## src/rtl/imc_pkg.sv

```systemverilog
package imc_pkg;
  localparam int INSTR_W = 32;
  localparam int OPC_W   = 4;
  localparam int IDX_W   = 3;
  localparam int JOFF_W  = 5;
  localparam int JCNT_W  = 11;

  typedef enum logic [OPC_W-1:0] {
    OP_NOP   = 4'd0,
    OP_JUMP  = 4'd1,
    OP_EXIT  = 4'd2,
    OP_MOV   = 4'd4,
    OP_FILL  = 4'd5,
    OP_ADD   = 4'd8,
    OP_MUL   = 4'd9,
    OP_MAC   = 4'd10,
    OP_MAD   = 4'd11
  } opc_e;

  typedef enum logic [1:0] {
    GRP_CTRL  = 2'd0,
    GRP_DATA  = 2'd1,
    GRP_ARITH = 2'd2
  } grp_e;

  typedef enum logic [1:0] {
    SEL_GRF  = 2'd0,
    SEL_BANK = 2'd1,
    SEL_SRF  = 2'd2,
    SEL_NONE = 2'd3
  } sel_e;

  typedef struct packed {
    opc_e              op;
    grp_e              grp;
    sel_e              dst;
    sel_e              src0;
    sel_e              src1;
    sel_e              src2;
    logic [IDX_W-1:0]  dst_idx;
    logic [IDX_W-1:0]  src0_idx;
    logic [IDX_W-1:0]  src1_idx;
    logic              relu;
    logic              aam;
    logic              is_jump;
    logic              is_exit;
    logic              need_wr;
    logic              need_rd;
    logic [JOFF_W-1:0] j_off;
    logic [JCNT_W-1:0] j_cnt;
  } dec_t;
endpackage

```

## src/rtl/imc_ibuf.sv

```systemverilog
module imc_ibuf #(
  parameter int DEPTH = 32,
  parameter int IW    = 32,
  localparam int AW   = $clog2(DEPTH)
) (
  input  logic          clk,
  input  logic          wr_en,
  input  logic [AW-1:0] wr_addr,
  input  logic [IW-1:0] wr_data,
  input  logic [AW-1:0] rd_addr,
  output logic [IW-1:0] rd_data
);
  logic [IW-1:0] store [DEPTH];

  for (genvar e = 0; e < DEPTH; e++) begin : g_entry
    always_ff @(posedge clk) begin
      if (wr_en && (wr_addr == AW'(e))) store[e] <= wr_data;
    end
  end

  assign rd_data = store[rd_addr];
endmodule

```

## src/rtl/imc_decode.sv

```systemverilog
module imc_decode
  import imc_pkg::*;
(
  input  logic [INSTR_W-1:0] instr,
  output dec_t               dec
);
  logic [1:0] n_src;
  sel_e       slot [3];

  assign slot[0] = sel_e'(instr[25:24]);
  assign slot[1] = sel_e'(instr[23:22]);
  assign slot[2] = sel_e'(instr[21:20]);

  always_comb begin
    dec       = '0;
    dec.op    = OP_NOP;
    dec.grp   = GRP_CTRL;
    dec.dst   = SEL_NONE;
    dec.src0  = SEL_NONE;
    dec.src1  = SEL_NONE;
    dec.src2  = SEL_NONE;
    n_src     = 2'd0;
    case (instr[31:28])
      4'd1:  dec.op = OP_JUMP;
      4'd2:  dec.op = OP_EXIT;
      4'd4:  begin dec.op = OP_MOV;  dec.grp = GRP_DATA;  n_src = 2'd1; end
      4'd5:  begin dec.op = OP_FILL; dec.grp = GRP_DATA;  n_src = 2'd1; end
      4'd8:  begin dec.op = OP_ADD;  dec.grp = GRP_ARITH; n_src = 2'd2; end
      4'd9:  begin dec.op = OP_MUL;  dec.grp = GRP_ARITH; n_src = 2'd2; end
      4'd10: begin dec.op = OP_MAC;  dec.grp = GRP_ARITH; n_src = 2'd2; end
      4'd11: begin dec.op = OP_MAD;  dec.grp = GRP_ARITH; n_src = 2'd3; end
      default: dec.op = OP_NOP;
    endcase

    if (dec.grp != GRP_CTRL) begin
      dec.dst     = sel_e'(instr[27:26]);
      dec.dst_idx = instr[17:15];
      dec.aam     = instr[18];
    end
    dec.relu = (dec.grp == GRP_DATA) && instr[19];

    if (n_src >= 2'd1) begin
      dec.src0     = slot[0];
      dec.src0_idx = instr[14:12];
    end
    if (n_src >= 2'd2) begin
      dec.src1     = slot[1];
      dec.src1_idx = instr[11:9];
    end
    if (n_src == 2'd3) dec.src2 = slot[2];

    dec.need_wr = (dec.dst == SEL_BANK);
    dec.need_rd = (dec.src0 == SEL_BANK) || (dec.src1 == SEL_BANK) ||
                  (dec.src2 == SEL_BANK);

    dec.is_jump = (dec.op == OP_JUMP);
    dec.is_exit = (dec.op == OP_EXIT);
    if (dec.is_jump) begin
      dec.j_off = instr[15:11];
      dec.j_cnt = instr[10:0];
    end
  end
endmodule

```

## src/rtl/imc_ctrl.sv

```systemverilog
module imc_ctrl
  import imc_pkg::*;
#(
  parameter int AW = 5
) (
  input  logic             clk,
  input  logic             rst_n,
  input  logic             mode,
  input  logic             cmd,
  input  logic             cmd_wr,
  input  dec_t             dec,
  output logic [AW-1:0]    pc,
  output logic             ex_valid,
  output logic             ex_err,
  output logic             ex_exit,
  output opc_e             ex_op,
  output grp_e             ex_grp,
  output sel_e             ex_dst,
  output sel_e             ex_src0,
  output sel_e             ex_src1,
  output sel_e             ex_src2,
  output logic [IDX_W-1:0] ex_dst_idx,
  output logic [IDX_W-1:0] ex_src0_idx,
  output logic [IDX_W-1:0] ex_src1_idx,
  output logic             ex_relu,
  output logic             ex_aam
);
  logic              fire, bad, go;
  logic              loop_act, act_nxt;
  logic [JCNT_W-1:0] loop_cnt, cnt_nxt;
  logic [AW-1:0]     pc_nxt, target;

  assign fire   = mode && cmd;
  assign bad    = fire && ((dec.need_wr && !cmd_wr) ||
                           (!dec.need_wr && dec.need_rd && cmd_wr));
  assign go     = fire && !bad;
  assign target = pc - AW'(dec.j_off);

  always_comb begin
    pc_nxt  = pc + 1'b1;
    act_nxt = loop_act;
    cnt_nxt = loop_cnt;
    if (dec.is_exit) begin
      pc_nxt  = '0;
      act_nxt = 1'b0;
      cnt_nxt = '0;
    end else if (dec.is_jump) begin
      if (loop_act) begin
        if (loop_cnt == '0) begin
          act_nxt = 1'b0;
        end else begin
          cnt_nxt = loop_cnt - 1'b1;
          pc_nxt  = target;
        end
      end else if (dec.j_cnt != '0) begin
        act_nxt = 1'b1;
        cnt_nxt = dec.j_cnt - 1'b1;
        pc_nxt  = target;
      end
    end
  end

  always_ff @(posedge clk) begin
    if (!rst_n) begin
      pc          <= '0;
      loop_act    <= 1'b0;
      loop_cnt    <= '0;
      ex_valid    <= 1'b0;
      ex_err      <= 1'b0;
      ex_exit     <= 1'b0;
      ex_op       <= OP_NOP;
      ex_grp      <= GRP_CTRL;
      ex_dst      <= SEL_NONE;
      ex_src0     <= SEL_NONE;
      ex_src1     <= SEL_NONE;
      ex_src2     <= SEL_NONE;
      ex_dst_idx  <= '0;
      ex_src0_idx <= '0;
      ex_src1_idx <= '0;
      ex_relu     <= 1'b0;
      ex_aam      <= 1'b0;
    end else begin
      ex_valid <= go;
      ex_err   <= bad;
      ex_exit  <= go && dec.is_exit;
      if (go) begin
        pc          <= pc_nxt;
        loop_act    <= act_nxt;
        loop_cnt    <= cnt_nxt;
        ex_op       <= dec.op;
        ex_grp      <= dec.grp;
        ex_dst      <= dec.dst;
        ex_src0     <= dec.src0;
        ex_src1     <= dec.src1;
        ex_src2     <= dec.src2;
        ex_dst_idx  <= dec.dst_idx;
        ex_src0_idx <= dec.src0_idx;
        ex_src1_idx <= dec.src1_idx;
        ex_relu     <= dec.relu;
        ex_aam      <= dec.aam;
      end
    end
  end
endmodule

```

## src/rtl/imc_sequencer.sv

```systemverilog
module imc_sequencer
  import imc_pkg::*;
#(
  parameter int DEPTH = 32,
  localparam int AW   = $clog2(DEPTH)
) (
  input  logic               clk,
  input  logic               rst_n,
  input  logic               pim_mode,
  input  logic               col_cmd,
  input  logic               col_is_wr,
  input  logic               ld_valid,
  output logic               ld_ready,
  input  logic [AW-1:0]      ld_addr,
  input  logic [INSTR_W-1:0] ld_data,
  output logic [AW-1:0]      pc_o,
  output logic               ex_valid,
  output logic [OPC_W-1:0]   ex_op,
  output logic [1:0]         ex_group,
  output logic [1:0]         ex_dst,
  output logic [1:0]         ex_src0,
  output logic [1:0]         ex_src1,
  output logic [1:0]         ex_src2,
  output logic [IDX_W-1:0]   ex_dst_idx,
  output logic [IDX_W-1:0]   ex_src0_idx,
  output logic [IDX_W-1:0]   ex_src1_idx,
  output logic               ex_relu,
  output logic               ex_aam,
  output logic               ex_exit,
  output logic               cmd_err
);
  logic [INSTR_W-1:0] cur_instr;
  dec_t               cur_dec;
  opc_e               op_q;
  grp_e               grp_q;
  sel_e               dst_q, s0_q, s1_q, s2_q;

  assign ld_ready = !pim_mode;

  imc_ibuf #(.DEPTH(DEPTH), .IW(INSTR_W)) u_ibuf (
    .clk     (clk),
    .wr_en   (ld_valid && ld_ready),
    .wr_addr (ld_addr),
    .wr_data (ld_data),
    .rd_addr (pc_o),
    .rd_data (cur_instr)
  );

  imc_decode u_dec (
    .instr (cur_instr),
    .dec   (cur_dec)
  );

  imc_ctrl #(.AW(AW)) u_ctrl (
    .clk         (clk),
    .rst_n       (rst_n),
    .mode        (pim_mode),
    .cmd         (col_cmd),
    .cmd_wr      (col_is_wr),
    .dec         (cur_dec),
    .pc          (pc_o),
    .ex_valid    (ex_valid),
    .ex_err      (cmd_err),
    .ex_exit     (ex_exit),
    .ex_op       (op_q),
    .ex_grp      (grp_q),
    .ex_dst      (dst_q),
    .ex_src0     (s0_q),
    .ex_src1     (s1_q),
    .ex_src2     (s2_q),
    .ex_dst_idx  (ex_dst_idx),
    .ex_src0_idx (ex_src0_idx),
    .ex_src1_idx (ex_src1_idx),
    .ex_relu     (ex_relu),
    .ex_aam      (ex_aam)
  );

  assign ex_op    = op_q;
  assign ex_group = grp_q;
  assign ex_dst   = dst_q;
  assign ex_src0  = s0_q;
  assign ex_src1  = s1_q;
  assign ex_src2  = s2_q;
endmodule

```

## config.mk

```make
export PLATFORM = sky130hd
export DESIGN_NAME = imc_sequencer
export DESIGN_NICKNAME = d
export VERILOG_FILES = /design/src/rtl/imc_pkg.sv /design/src/rtl/imc_ibuf.sv /design/src/rtl/imc_decode.sv /design/src/rtl/imc_ctrl.sv /design/src/rtl/imc_sequencer.sv
export SDC_FILE = /design/constraint.sdc
export NUM_CORES = 1
export LEC_CHECK = 0
export ABC_AREA = 1
export BUFFER_PORTS_ARGS = -buffer_cell sky130_fd_sc_hd__buf_2
export CAP_MARGIN = 15
export CORE_MARGIN = 2
export CORE_UTILIZATION = 44
export DETAILED_ROUTE_END_ITERATION = 7
export GPL_ROUTABILITY_DRIVEN = 0
export PLACE_DENSITY_LB_ADDON = 0.08
export SLEW_MARGIN = 20
export SYNTH_ARGS = -nofsm -noshare
export SYNTH_HDL_FRONTEND = slang
export SYNTH_SLANG_ARGS = --single-unit
```

## constraint.sdc

```tcl
create_clock -name clk -period 8.5 [get_ports clk]
set_input_delay 2.125 -clock clk [delete_from_list [all_inputs] [get_ports clk]]
set_output_delay 2.125 -clock clk [all_outputs]
set_load 0.01 [all_outputs]
```

==> metrics.txt, run 1 <==
Rel. slew slack 0.237; Area Growth Syn to Fin 12.0%; buffer depth of the longest clock path 3; Num CTS Buffers 114; Setup Viol. Count Final 0; Worst Path Arrival about 6 ns; Synth area leaders edfxtp_1 71%, nand2_1 7.1%, nand3_1 5.3%; initial antenna violation count 6; status complete, no violations; Total GRT Usage 0.259; input/output buffers 76; Ys Warns 0; Top cell by count, worst path nand2_1; DR vias 28900; largest net degree at the start of global routing between 150 and 200; # resized after CTS 0; CTS H-tree lvls 3; setup repair bufs after CTS 0; met3 wire length 8.61 mm; share of the synthesized area in the top cell type 0.707; CTS Sinks 1074; worst-margin pin slew 1.13 ns; Pre-antenna DRT Iters 5; mean routed wirelength per cell between 20 and 30 um; asr flop ratio synth 0; worst path required time ~9.1 ns; register-to-register setup slack 3.11 ns; Core Box Area roughly 0.098 mm2; # diodes 0; maximum VDD drop 0.000171 V; clock slew at reported path FFs ~0.060 ns; Synth cell types 45; setup ws final 3.11 ns; Synthesized Nets around 3600; final wirelength ~130 mm; Root Driver clkbuf_16; part of the cycle the worst path needs 0.634; Initial Util 0.443; Routed Antenna Nets 0; Hold/Removal Path Class register to register; Mean Syn Cell Area approximately 12 um2; Worst setup EP type register; Synth Instances around 3600; HPWL after detailed placement about 67 mm; Max Used Layer met5; Residual DRC 0; Max FO, Critical Path around 190; Hold Violations, Final 0; CTS tree yes; vias in the first global route 28100; final non-filler cell total ~5000; Setup CP Type register to register; Crit-path slowest cell buf_4; Max Slew Vio Count 0; Skew-Pair Late Insertion Delay about 0.70 ns; Cells after DPL about 4800; top_reg_cell synth edfxtp_1; Max Clock Freq about 190 MHz; FP Rows around 120; skew final 0.0261 ns; DIE AREA around 0.1 mm2; setup tns final 0 ns; wire length on met2 about 63 mm; Pleak 16.7 nW; RSZ-0062 raised after global routing no; Post-Syn Area 0.0435 mm2; met1 WL roughly 58 mm; Die W 318 um; Final min period about 5.4 ns; sequential area share after synthesis 0.730; CTS Hold Bufs 0; Setup crit start kind register; grt ovf 0; Place WS roughly 3.2 ns; EDFF count, synth between 1000 and 1500; max_cap viols 0; area leader, netlist edfxtp_1; Ports 77; Cell Pwr Density 243 mW/mm2; drt via density 5.80; Die Span Y 318 um; layout cells sized above 1 0.0942; Iteration-0 DRC Markers roughly 3300; CP max stage delay 0.75 ns; #FFs+latches synth approximately 1100; first-pass GRT wire length 193 mm; nets approximately 3700
[logic make-up (layout without fill, tap and decap cells)]
logic type      count (synthesis)  after routing  synth area share
simple gates                 1645           1645             0.157
flops                        1074           1074             0.730
buf+inv                       292            404            0.0335
fa+ha+maj                       8              8           0.00247
compound gates                556            556            0.0752
xor+xnor                        8              8           0.00161
[worst paths after layout]
path	from	endpoint	cells after the start
hold reg to reg	u_ctrl.ex_src0[0]	u_ctrl.ex_src0[0]	2
setup / recovery	register	register	25
hold / removal	u_ctrl.ex_src0[0]	u_ctrl.ex_src0[0]	2
setup reg to reg	register	register	25
[cell usage after synthesis (all sizes together), types with 2 or more instances]
master  number
nand4        4
ha           7
xnor2        2
a22oi       10
a221oi       8
o21ai      252
o221ai      37
nand3      463
edfxtp    1024
o211ai      40
nand2      829
o311ai       9
xor2         6
o22ai       39
or2          3
a32o         8
a211o        5
a32oi        5
a211oi       4
o21a         2
inv         59
a31oi        4
a21oi      128
nor2       336
buf        173
o31ai        4
clkbuf      60
dfxtp       50
nor3         9
[layer usage]
metal	global-route usage	vias to the layer above
li1	-	13000
met1	0.365	14700
met2	0.427	1067
met3	0.0351	176
met4	0.0626	2
met5	0	-
[final cells by class]
cell class              count  area [um2]
flip-flops and latches   1074       31800
multi-input cells        2217       10500
repair buffers            133         858
clock inverters            70         691
fillers                  8703       49400
inverters                  59         248
clock buffers             142        3000
well taps                1287        1610
[sequential cells by signal (all words and copies together), names as in the netlist, named ones only]
signal / flops
u_ctrl.ex_src0_idx: 3
u_ctrl.ex_dst: 2
u_ibuf.store: 1024
u_ctrl.ex_op: 4
u_ctrl.ex_src1_idx: 3
u_ctrl.ex_err: 1
u_ctrl.ex_relu: 1
u_ctrl.ex_dst_idx: 3
u_ctrl.ex_grp: 2
u_ctrl.ex_src1: 2
u_ctrl.ex_src2: 2
u_ctrl.pc: 5
u_ctrl.ex_exit: 1
u_ctrl.ex_valid: 1
u_ctrl.ex_src0: 2
u_ctrl.ex_aam: 1
u_ctrl.loop_cnt: 11
u_ctrl.loop_act: 1
[placed cells by master (no fill, tap or decap), drive strengths merged, types with 11 or more instances in the layout]
cell type	Yosys	layout
inv	59	62
bufinv	0	11
nand3	463	463
dfxtp	50	50
buf	173	133
nor2	336	336
edfxtp	1024	1024
clkinv	0	53
o21ai	252	252
a21oi	128	128
o22ai	39	39
clkbuf	60	142
o221ai	37	37
o211ai	40	40
nand2	829	829
[where the power goes]
part / total [mW] / switching (mW) / internal (mW)
sequential: 5.87 / 0.0312 / 5.84
clock: 4.91 / 2.08 / 2.84
combinational: 1.07 / 0.802 / 0.273
[stage by stage]
step	util	total power, mW	hold WS (ns)	area [um2]
after floorplan	-	6.68	0.443	43500
after CTS	0.496	11.9	0.460	48700
after detailed placement	0.459	7.05	0.448	45000
after global routing	0.496	12.2	0.488	48700
final	0.496	11.9	0.457	48700
after global placement	0.459	7.04	0.455	45000
[worst max-delay path, delay by kind of cell, from the launching register on]
family | cells | cell delay (ns)
AO/OA/AOI/OAI | 2 | 0.35
XOR/XNOR | 1 | 0.21
adder cells (fa/ha/maj) | 1 | 0.27
buffers and inverters | 4 | 1.66
flip-flops | 1 | 0.60
AND/OR/NAND/NOR | 17 | 2.02
Note: power is estimated with default switching activity, not from simulation.
==> inputs of run 2 (changes only) <==
Clock period 8.5 ns to 5.21 ns, I/O delays scaled along.
==> run 2 against run 1 <==
Global-route usage fell by 0.12 points. First-iteration DRC count is 6.7% lower. Final cell count grew 0.46%. Design area increased by 0.90%. Utilization grew 0.44 points. Combinational power is 64% higher. Power grew 63%. Critical path type unchanged. Largest power group unchanged.
==> metrics.txt, run 2 (same netlist as run 1, synthesis figures left out) <==
HPWL after detailed placement between 60 and 70 mm; clock slew at reported path FFs 0.06 ns; commonest cells after routing, fill and taps aside 1024 x edfxtp_1, 826 x nand2_1, 461 x nand3_1, 298 x nor2_1, 195 x o21ai_0; DR vias just under 30000; max_cap viols 0; buffer depth of the longest clock path 3; setup tns final 0 ns; Hold Startpoint u_ctrl.ex_src1[0]; initial antenna violation count 6; RSZ-0062 raised after global routing no; final non-filler cell total approximately 5000; Max FO, Critical Path 45; CTS tree yes; Total GRT Usage 0.258; cells on worst reg2reg path 15; Min Hold Slack between 0.4 and 0.5 ns; Worst Path Arrival between 4 and 5 ns; CP max stage delay 0.85 ns; Cells after DPL between 4000 and 5000; CP Buf/Inv Count 2; crit path cell chain inv_4, buf_4, nand3_1, nand3_1, nand3_1, nand2_1, nand2_1, nand2_1, nor2_4, nand2_1, nand2_1, nand2_1, o21ai_0, nand2_1, a21oi_1; Setup crit start kind register; worst-margin pin slew roughly 1.2 ns; Residual DRC 0; # resized after CTS 0; Hold Path Depth 2; Setup Viol. Count Final 0; DIE AREA a little over 0.1 mm2; Top reg by flops u_ibuf.store; skew final about 0.023 ns; setup repair bufs after CTS 0; Final min period between 4 and 5 ns; Routed Antenna Nets 0; met3 usage 0.0408; part of the cycle the worst path needs 0.834; Initial Util 0.443; Pre-antenna DRT Iters 5; CTS Sinks about 1100; Die Span Y ~320 um; Core Box Area 0.0981 mm2; drt via density around 6; Worst setup EP type register; input/output buffers between 70 and 80; Crit-path slowest cell dfxtp_4; commonest non-fill, non-tap cell in the layout edfxtp_1; # diodes 0; largest net degree at the start of global routing 268; Hold/Removal Path Class register to register; layout cells sized above 1 0.100; maximum VDD drop approximately 0.00029 V; M2 GR Usage 0.421; Crit. path cell count 15; status complete, no violations; Num CTS Buffers around 110; Hold Violations, Final 0; grt ovf 0; Rel. slew slack 0.226; Regs by FF count u_ibuf.store (1024), u_ctrl.loop_cnt (11), u_ctrl.pc (5); max reg flops between 1000 and 1500; vias in the first global route around 28000; Max Slew Vio Count 0; CTS H-tree lvls 3; Iteration-0 DRC Markers around 3100; Setup CP Type register to register; mean routed wirelength per cell approximately 27 um; final wirelength roughly 130 mm; first-pass GRT wire length roughly 190 mm; Pleak roughly 17 nW; Cell Pwr Density 394 mW/mm2; FP Rows ~120; CTS Hold Bufs 0; Die W about 320 um; CP top delay family simple AND/OR/NAND/NOR gates; Top cell by count, worst path nand2_1; nets between 3000 and 4000; Ports between 70 and 80; Root Driver clkbuf_16; GR Layer Usage met1 0.358; Skew-Pair Late Insertion Delay slightly above 0.7 ns; Area Growth Syn to Fin 13.0%; busiest grt layer met2; Max Clock Freq 230 MHz; worst path required time approximately 5.8 ns
run 2: cell types whose count changed in the layout (fill, tap and decap cells not counted), sizes merged:
cell,change
clkinv,-1
inv,-1
clkbuf,+4
bufinv,-2
buf,+23
run 2: where the power goes:
part	switching, mW	leakage, nW	internal (mW)
Clock	3.40	1.80	4.60
Sequential	0.0472	9.62	9.53
Combinational	1.30	5.48	0.462
Total	4.75	16.9	14.6
run 2: path summary, 6_finish.rpt:
path	endpoint	slack, ns
worst max register to register	register	0.86
worst min-delay path	u_ctrl.ex_src1[0]	0.45
worst min register to register	u_ctrl.ex_src1[0]	0.45
worst max-delay path	register	0.86
run 2: tightest hold or removal path, cell delays in order, from the launching register on:
cell and delay (ns):
dfxtp_1 0.32, a21oi_1 0.06, nand2_1 0.05
run 2: through the flow:
stage / total power [mW] / setup WS (ns) / instance area (um2) / util
floorplan: 10.9 / 1.61 / 43500 / -
global placement: 11.5 / 1.05 / 45500 / 0.463
detailed placement: 11.5 / 0.988 / 45500 / 0.463
CTS: 19.4 / 0.962 / 49100 / 0.501
global route: 20.0 / 0.502 / 49100 / 0.501
finish: 19.3 / 0.862 / 49100 / 0.501
run 2: per-layer routing:
metal | vias up | routed length, um | part of all wire
met5 | - | 13 | 0.000098
met4 | 2 | 3900 | 0.029
met3 | 234 | 8280 | 0.062
met2 | 1077 | 63200 | 0.48
met1 | 14800 | 57300 | 0.43
li1 | 13000 | - | -
run 2: layout make-up:
type / count / area [um2]
Multi-Input combinational cell: 2217 / 10500
Clock inverter: 66 / 626
Clock buffer: 146 / 3070
Inverter: 59 / 248
Tap cell: 1287 / 1610
Timing Repair Buffer: 156 / 1290
Fill cell: 8596 / 49000
Sequential cell: 1074 / 31800
